`config.mk`:
```
export PLATFORM = sky130hd
export DESIGN_NAME = rxr_ring_dma
export DESIGN_NICKNAME = d
export VERILOG_FILES = /design/src/rtl/rxr_pkg.sv /design/src/rtl/rxr_byte_pack.sv /design/src/rtl/rxr_buf_track.sv /design/src/rtl/rxr_desc_ptr.sv /design/src/rtl/rxr_ring_dma.sv
export SDC_FILE = /design/constraint.sdc
export NUM_CORES = 1
export LEC_CHECK = 0
export BUFFER_PORTS_ARGS = -buffer_cell sky130_fd_sc_hd__buf_2
export CAP_MARGIN = 20
export CORE_MARGIN = 1
export CORE_UTILIZATION = 55
export DETAILED_ROUTE_END_ITERATION = 6
export GPL_TIMING_DRIVEN = 0
export PLACE_DENSITY = 0.82
export SYNTH_ARGS = -nofsm -noshare
export SYNTH_HDL_FRONTEND = slang
export SYNTH_HIERARCHICAL = 1
export SYNTH_SLANG_ARGS = --single-unit
```
`constraint.sdc`:
```
create_clock -name clk -period 3.4 [get_ports clk]
set_input_delay 0.51 -clock clk [delete_from_list [all_inputs] [get_ports clk]]
set_output_delay 0.51 -clock clk [all_outputs]
set_load 0.03 [all_outputs]
```
`src/rtl/rxr_pkg.sv`:
```
// Shared definitions for the receive descriptor ring writer.
// Assumes: 32-bit word memory, descriptor status layout fixed below.
package rxr_pkg;

    localparam int LEN_W   = 13;   // frame length field width in status
    localparam int FLAG_W  = 16;   // frame flags carried in status[31:16]
    localparam int SOF_BIT = 14;
    localparam int EOF_BIT = 15;

    typedef enum logic [2:0] {
        ST_IDLE,
        ST_FETCH,
        ST_RECV,
        ST_WDATA,
        ST_WSTAT,
        ST_WOWN,
        ST_DROP
    } rxr_state_e;

    // Build a descriptor status word for a finished buffer.
    function automatic logic [31:0] rxr_status(
        input logic              last,
        input logic              first,
        input logic [LEN_W-1:0]  len,
        input logic [FLAG_W-1:0] flags
    );
        logic [31:0] s;
        s          = '0;
        s[SOF_BIT] = first;
        if (last) begin
            s[EOF_BIT]     = 1'b1;
            s[LEN_W-1:0]   = len;
            s[31:16]       = flags;
        end
        return s;
    endfunction

endpackage

```
`src/rtl/rxr_byte_pack.sv`:
```
// Byte-to-word packer: collects bytes into the four little-endian lanes
// of one 32-bit word and reports which lanes hold data.
// Assumes: each lane is written at most once between clears; put and
// clear never occur in the same cycle.
module rxr_byte_pack (
    input  logic        clk,
    input  logic        rst_n,
    input  logic        put,
    input  logic [1:0]  lane,
    input  logic [7:0]  din,
    input  logic        clear,
    output logic [31:0] word,
    output logic [3:0]  be
);

    for (genvar g = 0; g < 4; g++) begin : g_lane
        logic [7:0] d_q;
        logic       v_q;

        // Capture the byte for this lane and mark the lane valid.
        always_ff @(posedge clk) begin
            if (!rst_n) begin
                d_q <= '0;
                v_q <= 1'b0;
            end else if (clear) begin
                v_q <= 1'b0;
            end else if (put && lane == 2'(g)) begin
                d_q <= din;
                v_q <= 1'b1;
            end
        end

        assign word[8*g +: 8] = v_q ? d_q : 8'h00;
        assign be[g]          = v_q;

        // a lane is never overwritten before its word has been written.
        p_lane_once_r8: assert property (@(posedge clk) disable iff (!rst_n)
            put && lane == 2'(g) |-> !v_q);
    end

endmodule

```
`src/rtl/rxr_buf_track.sv`:
```
// Buffer fill tracker: byte position inside the current buffer, the
// lane of the next byte, the word offset of the last byte stored, and
// whether the buffer is on its last slot or full.
// Assumes: BUF_LEN is a multiple of 4 and at least 8.
module rxr_buf_track #(
    parameter int BUF_LEN = 128,
    localparam int PW     = $clog2(BUF_LEN + 1)
) (
    input  logic          clk,
    input  logic          rst_n,
    input  logic          load,
    input  logic          first,
    input  logic [1:0]    ofs,
    input  logic          put,
    output logic [1:0]    lane,
    output logic [PW-1:0] woff,
    output logic          last_slot,
    output logic          full
);

    logic [PW-1:0] pos_q;
    logic [PW-1:0] woff_q;

    // Position counter: starts at the offset in a frame's first buffer.
    always_ff @(posedge clk) begin
        if (!rst_n) begin
            pos_q <= '0;
        end else if (load) begin
            pos_q <= first ? PW'(ofs) : '0;
        end else if (put) begin
            pos_q <= pos_q + PW'(1);
        end
    end

    // Byte offset of the word that holds the most recent byte.
    always_ff @(posedge clk) begin
        if (!rst_n) begin
            woff_q <= '0;
        end else if (put) begin
            woff_q <= {pos_q[PW-1:2], 2'b00};
        end
    end

    assign lane      = pos_q[1:0];
    assign woff      = woff_q;
    assign last_slot = (pos_q == PW'(BUF_LEN - 1));
    assign full      = (pos_q == PW'(BUF_LEN));

    // no byte is stored into a buffer that has no room left.
    p_put_room_r7: assert property (@(posedge clk) disable iff (!rst_n)
        put |-> pos_q < PW'(BUF_LEN));

    // the position never runs past the end of the buffer.
    p_pos_bound_r7: assert property (@(posedge clk) disable iff (!rst_n)
        pos_q <= PW'(BUF_LEN));

endmodule

```
`src/rtl/rxr_desc_ptr.sv`:
```
// Descriptor pointer: holds the address of the current descriptor,
// reloads it from the ring base on an enable rising edge, and steps it
// to the next descriptor or back to the base when a buffer is retired.
// Assumes: ring_base is 8-byte aligned; descriptors are 8 bytes apart.
module rxr_desc_ptr (
    input  logic        clk,
    input  logic        rst_n,
    input  logic        en,
    input  logic [31:0] base,
    input  logic        adv,
    input  logic        wrap,
    output logic [31:0] ptr
);

    logic        en_q;
    logic [31:0] ptr_q;
    logic        reload;

    assign reload = en && !en_q;

    // Remember the enable level to find its rising edge.
    always_ff @(posedge clk) begin
        if (!rst_n) en_q <= 1'b0;
        else        en_q <= en;
    end

    // Pointer update: reload has priority over a ring step.
    always_ff @(posedge clk) begin
        if (!rst_n) begin
            ptr_q <= '0;
        end else if (reload) begin
            ptr_q <= base;
        end else if (adv) begin
            ptr_q <= wrap ? base : ptr_q + 32'd8;
        end
    end

    assign ptr = ptr_q;

    // the pointer moves only on a retired buffer or an enable edge.
    p_ptr_hold_r4: assert property (@(posedge clk) disable iff (!rst_n)
        !adv && !reload |=> $stable(ptr_q));

endmodule

```
`src/rtl/rxr_ring_dma.sv`:
```
// Receive descriptor ring writer (top). Fetches a descriptor, checks its
// ownership bit, stores frame bytes as 32-bit words with byte enables,
// splits long frames across buffers, then writes status and hands the
// buffer back. A descriptor still owned by software drops the frame.
// Assumes: single outstanding memory request, data returned with ack.
module rxr_ring_dma
    import rxr_pkg::*;
#(
    parameter int BUF_LEN = 128,
    localparam int PW     = $clog2(BUF_LEN + 1)
) (
    input  logic        clk,
    input  logic        rst_n,
    input  logic        rx_en,
    input  logic [31:0] ring_base,
    input  logic [1:0]  first_ofs,
    input  logic        in_valid,
    input  logic [7:0]  in_data,
    input  logic        in_last,
    input  logic [15:0] in_flags,
    output logic        in_ready,
    output logic        mem_req,
    output logic        mem_we,
    output logic [31:0] mem_addr,
    output logic [31:0] mem_wdata,
    output logic [3:0]  mem_be,
    input  logic        mem_ack,
    input  logic [31:0] mem_rdata,
    output logic        bna
);

    rxr_state_e         st_q, st_d;
    logic [31:2]        buf_q;
    logic               wrap_q;
    logic               first_q;
    logic               ended_q;
    logic               bna_q;
    logic [LEN_W-1:0]   flen_q;
    logic [FLAG_W-1:0]  flags_q;

    logic               acc;
    logic               put;
    logic               trk_load;
    logic               adv;
    logic               pk_clear;
    logic               start;
    logic [1:0]         lane;
    logic [PW-1:0]      woff;
    logic               last_slot;
    logic               full;
    logic [31:0]        ptr;
    logic [31:0]        pk_word;
    logic [3:0]         pk_be;

    rxr_desc_ptr u_ptr (
        .clk   (clk),
        .rst_n (rst_n),
        .en    (rx_en),
        .base  (ring_base),
        .adv   (adv),
        .wrap  (wrap_q),
        .ptr   (ptr)
    );

    rxr_buf_track #(.BUF_LEN(BUF_LEN)) u_trk (
        .clk       (clk),
        .rst_n     (rst_n),
        .load      (trk_load),
        .first     (first_q),
        .ofs       (first_ofs),
        .put       (put),
        .lane      (lane),
        .woff      (woff),
        .last_slot (last_slot),
        .full      (full)
    );

    rxr_byte_pack u_pack (
        .clk   (clk),
        .rst_n (rst_n),
        .put   (put),
        .lane  (lane),
        .din   (in_data),
        .clear (pk_clear),
        .word  (pk_word),
        .be    (pk_be)
    );

    // Input handshake: take bytes while receiving, dropping, or disabled.
    always_comb begin
        in_ready = (st_q == ST_RECV) || (st_q == ST_DROP) ||
                   (st_q == ST_IDLE && !rx_en);
    end

    assign acc = in_valid && in_ready;

    // Next-state logic and the one-cycle strobes for the sub-blocks.
    always_comb begin
        st_d     = st_q;
        put      = 1'b0;
        trk_load = 1'b0;
        adv      = 1'b0;
        pk_clear = 1'b0;
        start    = 1'b0;
        case (st_q)
            ST_IDLE: begin
                if (rx_en && in_valid) begin
                    st_d  = ST_FETCH;
                    start = 1'b1;
                end
            end
            ST_FETCH: begin
                if (mem_ack) begin
                    if (mem_rdata[0]) begin
                        st_d = ST_DROP;
                    end else begin
                        st_d     = ST_RECV;
                        trk_load = 1'b1;
                    end
                end
            end
            ST_RECV: begin
                if (acc) begin
                    put = 1'b1;
                    if (in_last || lane == 2'd3 || last_slot) st_d = ST_WDATA;
                end
            end
            ST_WDATA: begin
                if (mem_ack) begin
                    pk_clear = 1'b1;
                    st_d     = (ended_q || full) ? ST_WSTAT : ST_RECV;
                end
            end
            ST_WSTAT: begin
                if (mem_ack) st_d = ST_WOWN;
            end
            ST_WOWN: begin
                if (mem_ack) begin
                    adv  = 1'b1;
                    st_d = ended_q ? ST_IDLE : ST_FETCH;
                end
            end
            ST_DROP: begin
                if (acc && in_last) st_d = ST_IDLE;
            end
            default: st_d = ST_IDLE;
        endcase
    end

    // State register.
    always_ff @(posedge clk) begin
        if (!rst_n) st_q <= ST_IDLE;
        else        st_q <= st_d;
    end

    // Buffer-unavailable pulse: fetched descriptor still owned by software.
    always_ff @(posedge clk) begin
        if (!rst_n) bna_q <= 1'b0;
        else        bna_q <= (st_q == ST_FETCH) && mem_ack && mem_rdata[0];
    end

    assign bna = bna_q;

    // Latch buffer address and wrap flag from a usable descriptor.
    always_ff @(posedge clk) begin
        if (!rst_n) begin
            buf_q  <= '0;
            wrap_q <= 1'b0;
        end else if (trk_load) begin
            buf_q  <= mem_rdata[31:2];
            wrap_q <= mem_rdata[1];
        end
    end

    // Frame bookkeeping: first-buffer flag, length, end marker, flags.
    always_ff @(posedge clk) begin
        if (!rst_n) begin
            first_q <= 1'b0;
            ended_q <= 1'b0;
            flen_q  <= '0;
            flags_q <= '0;
        end else if (start) begin
            first_q <= 1'b1;
            ended_q <= 1'b0;
            flen_q  <= '0;
        end else begin
            if (adv) first_q <= 1'b0;
            if (put) begin
                flen_q <= flen_q + LEN_W'(1);
                if (in_last) begin
                    ended_q <= 1'b1;
                    flags_q <= in_flags;
                end
            end
        end
    end

    // Memory request decode: one request kind per state, held until ack.
    always_comb begin
        mem_req   = 1'b0;
        mem_we    = 1'b0;
        mem_addr  = ptr;
        mem_wdata = '0;
        mem_be    = 4'hF;
        case (st_q)
            ST_FETCH: begin
                mem_req = 1'b1;
            end
            ST_WDATA: begin
                mem_req   = 1'b1;
                mem_we    = 1'b1;
                mem_addr  = {buf_q, 2'b00} + 32'(woff);
                mem_wdata = pk_word;
                mem_be    = pk_be;
            end
            ST_WSTAT: begin
                mem_req   = 1'b1;
                mem_we    = 1'b1;
                mem_addr  = ptr + 32'd4;
                mem_wdata = rxr_status(ended_q, first_q, flen_q, flags_q);
            end
            ST_WOWN: begin
                mem_req   = 1'b1;
                mem_we    = 1'b1;
                mem_wdata = {buf_q, wrap_q, 1'b1};
            end
            default: ;
        endcase
    end

    // an unanswered request stays stable into the next cycle.
    p_req_hold_r11: assert property (@(posedge clk) disable iff (!rst_n)
        mem_req && !mem_ack |=> mem_req && $stable(mem_addr) &&
        $stable(mem_we) && $stable(mem_wdata) && $stable(mem_be));

    // dropping a frame never touches memory.
    p_drop_quiet_r9: assert property (@(posedge clk) disable iff (!rst_n)
        st_q == ST_DROP |-> !mem_req);

    // the unavailable flag is a single-cycle pulse.
    p_bna_pulse_r9: assert property (@(posedge clk) disable iff (!rst_n)
        bna_q |=> !bna_q);

    // every write carries at least one enabled byte.
    p_be_live_r8: assert property (@(posedge clk) disable iff (!rst_n)
        mem_req && mem_we |-> mem_be != 4'h0);

    // a final status is only written for a frame with bytes in it.
    p_len_live_r6: assert property (@(posedge clk) disable iff (!rst_n)
        st_q == ST_WSTAT && ended_q |-> flen_q != '0);

endmodule

```
After elaboration in Yosys (flattened, before gate mapping)
Cells that the tools add are included.
{ "op_classes": {"n_eq_ne": 19, "addsub": 5, "n_mux": 41, "bitwise_logic": 3, "n_reduce_logical": 34} }
{ "op_table": {"columns": ["cell", "count"], "rows": [
  ["$mux W32", 3],
  ["$pmux W32 S3", 1],
  ["$pmux W32 S2", 1],
  ["$mux W8", 6],
  ["$add A32 B3 Y32 const B", 1],
  ["$add A32 B4 Y32 const B", 1],
  ["$add A32 B8 Y32", 1],
  ["$mux W3", 10],
  ["$pmux W3 S7", 1],
  ["$mux W17", 1],
  ["$mux W1", 15],
  ["$add A13 B1 Y13 const B", 1],
  ["$mux W13", 1],
  ["$logic_and A1 B1 Y1", 11],
  ["$ne A2 B2 Y1 const B", 5],
  ["$reduce_and A2 Y1", 5],
  ["$eq A3 B3 Y1 const B", 3],
  ["$add A8 B1 Y8 const B", 1],
  ["$eq A8 B7 Y1 const B", 1],
  ["$eq A8 B8 Y1 const B", 1],
  ["$reduce_and A8 Y1", 1],
  ["$eq A3 B2 Y1 const B", 2],
  ["$ne A2 B1 Y1 const B", 3],
  ["$reduce_bool A2 Y1", 3],
  ["14 further kinds", 23]
]} }
{ "word_totals": {"input_bits": 96, "word_cells": 122, "out_inout_bits": 72, "register_bits": 149} }

Depth between registers and ports, before layout
{ "depth": {"word_depth": 8, "mapped_depth": 11, "mapped_depth_nobuf": 9} }

Hierarchy
The synthesis kept the hierarchy.
{ "modules_own_cells": {"columns": ["mod", "area_per_inst_um2", "n_inst", "cells_per_inst", "seq_area_each_um2"], "rows": [
  ["rxr_ring_dma", 4773.3, 1, 647, 1321.3],
  ["rxr_desc_ptr", 2019.4, 1, 259, 660.6],
  ["rxr_byte_pack", 1570.3, 1, 168, 720.7],
  ["rxr_buf_track", 674.4, 1, 73, 280.3]
]} }

Worst setup path before layout
OpenSTA, ideal clock, no wires.
{ "synth_timing": {"kind": "reg2out", "from": "register buf_q[6] (netlist name)", "to": "output mem_addr[13]", "slack_ns": 0.592, "stages_incl_launch_ff": 9, "path_buffers": 1, "t_required_ns": 2.890, "t_arrival_ns": 2.298, "cell_sequence": "dfxtp_1 -> ha_1 -> o211a_1 -> o21ai_0 -> a21oi_1 -> clkbuf_1 -> nand4_1 -> xor2_1 -> o21ai_0"} }
{ "synth_via": {"elab_chain_len": 2} }
{ "synth_lines": {"columns": ["element", "line", "rtl"], "rows": [
  ["from (decl)", "rxr_ring_dma.sv:33", "logic [31:2] buf_q;"],
  ["from (signal assigned)", "rxr_ring_dma.sv:170", "buf_q <= mem_rdata[31:2];"],
  ["$add A32 B8 Y32", "rxr_ring_dma.sv:212", "mem_addr = {buf_q, 2'b00} + 32'(woff);"],
  ["$pmux W32 S2", "rxr_ring_dma.sv:205", "case (st_q)"],
  ["to (decl)", "rxr_ring_dma.sv:24", "output logic [31:0] mem_addr,"]
]} }
No other way between the ends.

Worst setup path after layout
{ "layout_timing": {"from": "register u_ptr.ptr_q[6] (netlist: u_ptr/ptr[6])", "to": "output mem_addr[31]"} }
{ "layout_via": {"elab_chain_len": 2} }
{ "layout_lines": {"columns": ["element", "line", "rtl"], "rows": [
  ["from (decl)", "rxr_desc_ptr.sv:16", "logic [31:0] ptr_q;"],
  ["from (signal assigned)", "rxr_desc_ptr.sv:32", "ptr_q <= base;"],
  ["from (signal assigned)", "rxr_desc_ptr.sv:34", "ptr_q <= wrap ? base : ptr_q + 32'd8;"],
  ["$add A32 B3 Y32", "rxr_ring_dma.sv:219", "mem_addr = ptr + 32'd4;"],
  ["$pmux W32 S2", "rxr_ring_dma.sv:205", null]
]} }
No other way between the ends.

==> flow_metrics.py <==
metrics = {
    "setup_path": {
        "cpPeakStageDelay_ps": 500,
        "start_kind": "register",
        "critPathCaptureType": "output port",
        "cp_slowest_cell": "dfxtp_1",
        "critPathRequiredTime_ps": 2890,
        "path_cells": "and4_1, nand4_1, buf_4, nor4b_2, nand3_1, mux2_1, o21ai_1, buf_2",
        "worstSetupPathType": "register to output port",
        "cp_max_fo": 10,
        "arrival_ps": 2820,
    },
    "global_routing": {
        "grt_pass1_vias": 8682,
        "overflow": 0,
        "grt_pass1_wl_mm": 45.2,
        "grtUsageTotal_pct": 34.9,
        "grt_max_degree": 23,
        "antenna_found_initial": 0,
    },
    "routing": {
        "wl_per_cell_um": 18.9,
        "postRouteWirelength_mm": 29.7,
        "route.detailed.drc": 6,
        "drt_iter0_markers": 1275,
        "ant_nets": 0,
        "num_vias": 9655,
        "drt_pre_antenna_iters": 7,
        "viasPerCell": 6.15,
    },
    "power_and_ir_drop": {
        "ir_drop_mv": 0.387,
        "leakagePower_nw": 4.64,
        "cellPowerDensity_nw_per_um2": 478,
    },
    "layout": {
        "fill_cells": 1351,
        "final_area_um2": 10900,
        "drive_gt1_share_pct": 20.2,
        "postLayoutCoreUtil_pct": 68.3,
        "area_delta_synth_final_pct": 20.6,
        "n_antenna_cell": 0,
        "layout.nets": 1449,
    },
    "synthesis": {
        "synth_cell_types": 78,
        "ys.flop_type": "dfxtp_1",
        "synth-compound-area-share_pct": 19.0,
        "synthArstFlopShare_pct": 0,
        "synth_top_family_by_area": "simple AND/OR/NAND/NOR gates",
        "synth_edf_count": 0,
        "synthXorXnorAreaFrac_pct": 4.26,
        "synthAdderAreaFrac_pct": 1.74,
        "syn_area_um2": 9040,
        "muxShareOfSynthArea_pct": 6.65,
        "yosysWarnings": 6,
        "ys_seq_elements": 149,
        "ys_seq_area_share_pct": 33.0,
        "syn_area_per_cell_um2": 7.88,
        "synthCells": 1147,
        "synthSimpleGateAreaFrac_pct": 29.2,
    },
    "die": {
        "core_um2": 15900,
        "ios": 168,
        "die_w_um": 130,
        "die_h_um": 130,
        "die-area_um2": 16900,
        "initial_core_util_pct": 56.7,
        "fp-row-count": 46,
    },
    "status": {
        "outcome": "finished with violations",
        "violations": "design-rule violations",
    },
    "placed_design": {
        "gp_congestion": 0.967,
        "placed_area_um2": 10100,
        "hpwl_mm": 21.7,
        "portBuffers": 167,
    },
    "clock_network": {
        "clockBufferDepth": 2,
        "cts_tree": "built",
        "postCtsHoldBufs": 0,
        "clock-sinks": 149,
        "cts_htree_levels": 4,
        "clkSlewWorstSetupHoldPaths_ps": 60,
        "worst_skew_pair.late_latency_ps": 430,
        "cts_root_buf": "clkbuf_16",
        "numCtsBuffers": 17,
    },
    "timing": {
        "slew_headroom_pct": 57.7,
        "whs_ps": 312,
        "fin_skew_ps": 11.2,
        "hold_viol": 0,
        "fin_tns_setup_ps": 0,
        "finalSetupViolations": 0,
        "period_needed_ps": 3330,
        "finalCritPeriodShare_pct": 98.0,
        "max_freq_ghz": 0.300,
        "tightest_slew_ps": 634,
        "finalMaxSlewViolations": 0,
    },
    "flow_run": {
        "max-cap-violations": 0,
    },
    "worst_hold_path": {
        "holdCritPathClass": "primary input to register",
    },
}
-- power by group --
part / internal, mW / switching [mW]
Combinational: 0.384 / 0.753
Clock: 1.20 / 0.869
Sequential: 1.84 / 0.166
-- worst paths after layout --
check | from | to | slack, ps | depth (start not counted)
max reg2reg | st_q[0] | u_ptr/ptr[20] | 260 | 10
min | ring_base[9] | u_ptr/ptr[9] | 310 | 3
max | u_ptr/ptr[6] | mem_addr[31] | 70 | 8
min reg2reg | u_pack/g_lane[2].d_q[7] | u_pack/g_lane[2].d_q[7] | 460 | 2
-- repair_timing --
item                       in CTS  in global routing
setup buffers                   2                  5
setup endpoints to repair      32                 21
gates resized for setup         9                 23
pin swaps                       1                  4
-- cell usage in the layout, fill, tap and decap left out, types with 14 or more instances in the layout --
master     synthesis  final
buf_2             13    177
a21oi_1           37     36
inv_1             49     49
and3_1            14     14
buf_4             10     19
xnor2_1           14     14
xor2_1            30     30
a22oi_1           15     15
mux2i_1           45     45
clkbuf_1          46     42
nor3_1            16     16
clkbuf_16          0     17
dfxtp_1          149    140
nand3_1           52     52
o21ai_0           34     30
a222oi_1          28     28
a21boi_0          39     39
nand4_1           28     28
nand2_1          215    214
nor2_1            61     60
and2_1            43     43
-- metrics by stage --
stage	worst slack [ps]	power [mW]	instances
6_report	67.0	5.21	1570
3_3_place_gp	-106	3.10	1531
4_1_cts	1.33	5.17	1565
3_5_place_dp	-93.8	3.11	1531
5_1_grt	-34.2	5.39	1570
2_1_floorplan	592	2.73	1148
-- synth_stat cells (9+ instances only) --
cell type | count | share of area [%]
nand2_1 | 215 | 8.9
dfxtp_1 | 149 | 33
nor2_1 | 61 | 2.5
nand3_1 | 52 | 2.9
inv_1 | 49 | 2.0
clkbuf_1 | 46 | 1.9
mux2i_1 | 45 | 5.0
and2_1 | 43 | 3.0
a21boi_0 | 39 | 3.2
a21oi_1 | 37 | 2.0
o21ai_0 | 34 | 1.9
xor2_1 | 30 | 2.9
a222oi_1 | 28 | 3.1
nand4_1 | 28 | 1.9
nor3_1 | 16 | 0.89
a22oi_1 | 15 | 1.2
and3_1 | 14 | 0.97
xnor2_1 | 14 | 1.4
buf_2 | 13 | 0.72
nand2b_1 | 13 | 0.90
or3_1 | 13 | 0.90
nor2b_1 | 12 | 0.83
ha_1 | 11 | 1.5
nor4_1 | 11 | 0.76
o221ai_1 | 11 | 1.1
buf_4 | 10 | 0.83
and4_1 | 9 | 0.87
-- cell type report --
type	count	area, um^2	share of cell area, %
clock buffer	17	425	3.90
tap	216	270	2.48
sequential	149	2990	27.5
timing repair buffer	174	896	8.22
multi-input combinational	873	5540	50.8
inverter	50	188	1.72
clock inverter	15	214	1.96
buffer	76	370	3.40
-- state kept, by name, indices dropped and copies added (netlist names), 4 cells and up --
signal and cells:
flen_q 13, u_trk/pos_q 8, flags_q 16, u_pack/g_lane.v_q 4, u_trk/woff 6, buf_q 30
u_ptr/ptr 32, u_pack/g_lane.d_q 32
-- critical path: cells and delay by family, from the launching register on --
family / cells / cell delay (ps)
multiplexers: 1 / 330
flip-flops: 1 / 500
AND/OR/NAND/NOR: 4 / 920
AO/OA/AOI/OAI: 1 / 160
buffers and inverters: 2 / 480
-- per-layer routing --
metal	track usage, %	vias up	routed length [um]
met5	0	-	0
li1	-	4488	-
met2	57.2	601	13800
met3	6.77	103	2840
met4	17.5	0	1220
met1	43.7	4463	11800
-- cell families (layout without fill, tap and decap cells) --
| kind of cell | Yosys count | in the layout |
|---|---|---|
| xor+xnor | 44 | 44 |
| other cells | 1 | 2 |
| mux | 58 | 58 |
| flops | 149 | 149 |
| simple gates | 519 | 519 |
| compound gates | 238 | 238 |
| buf+inv | 126 | 332 |
| fa+ha+maj | 12 | 12 |
Power figures use the tool's default switching activity.
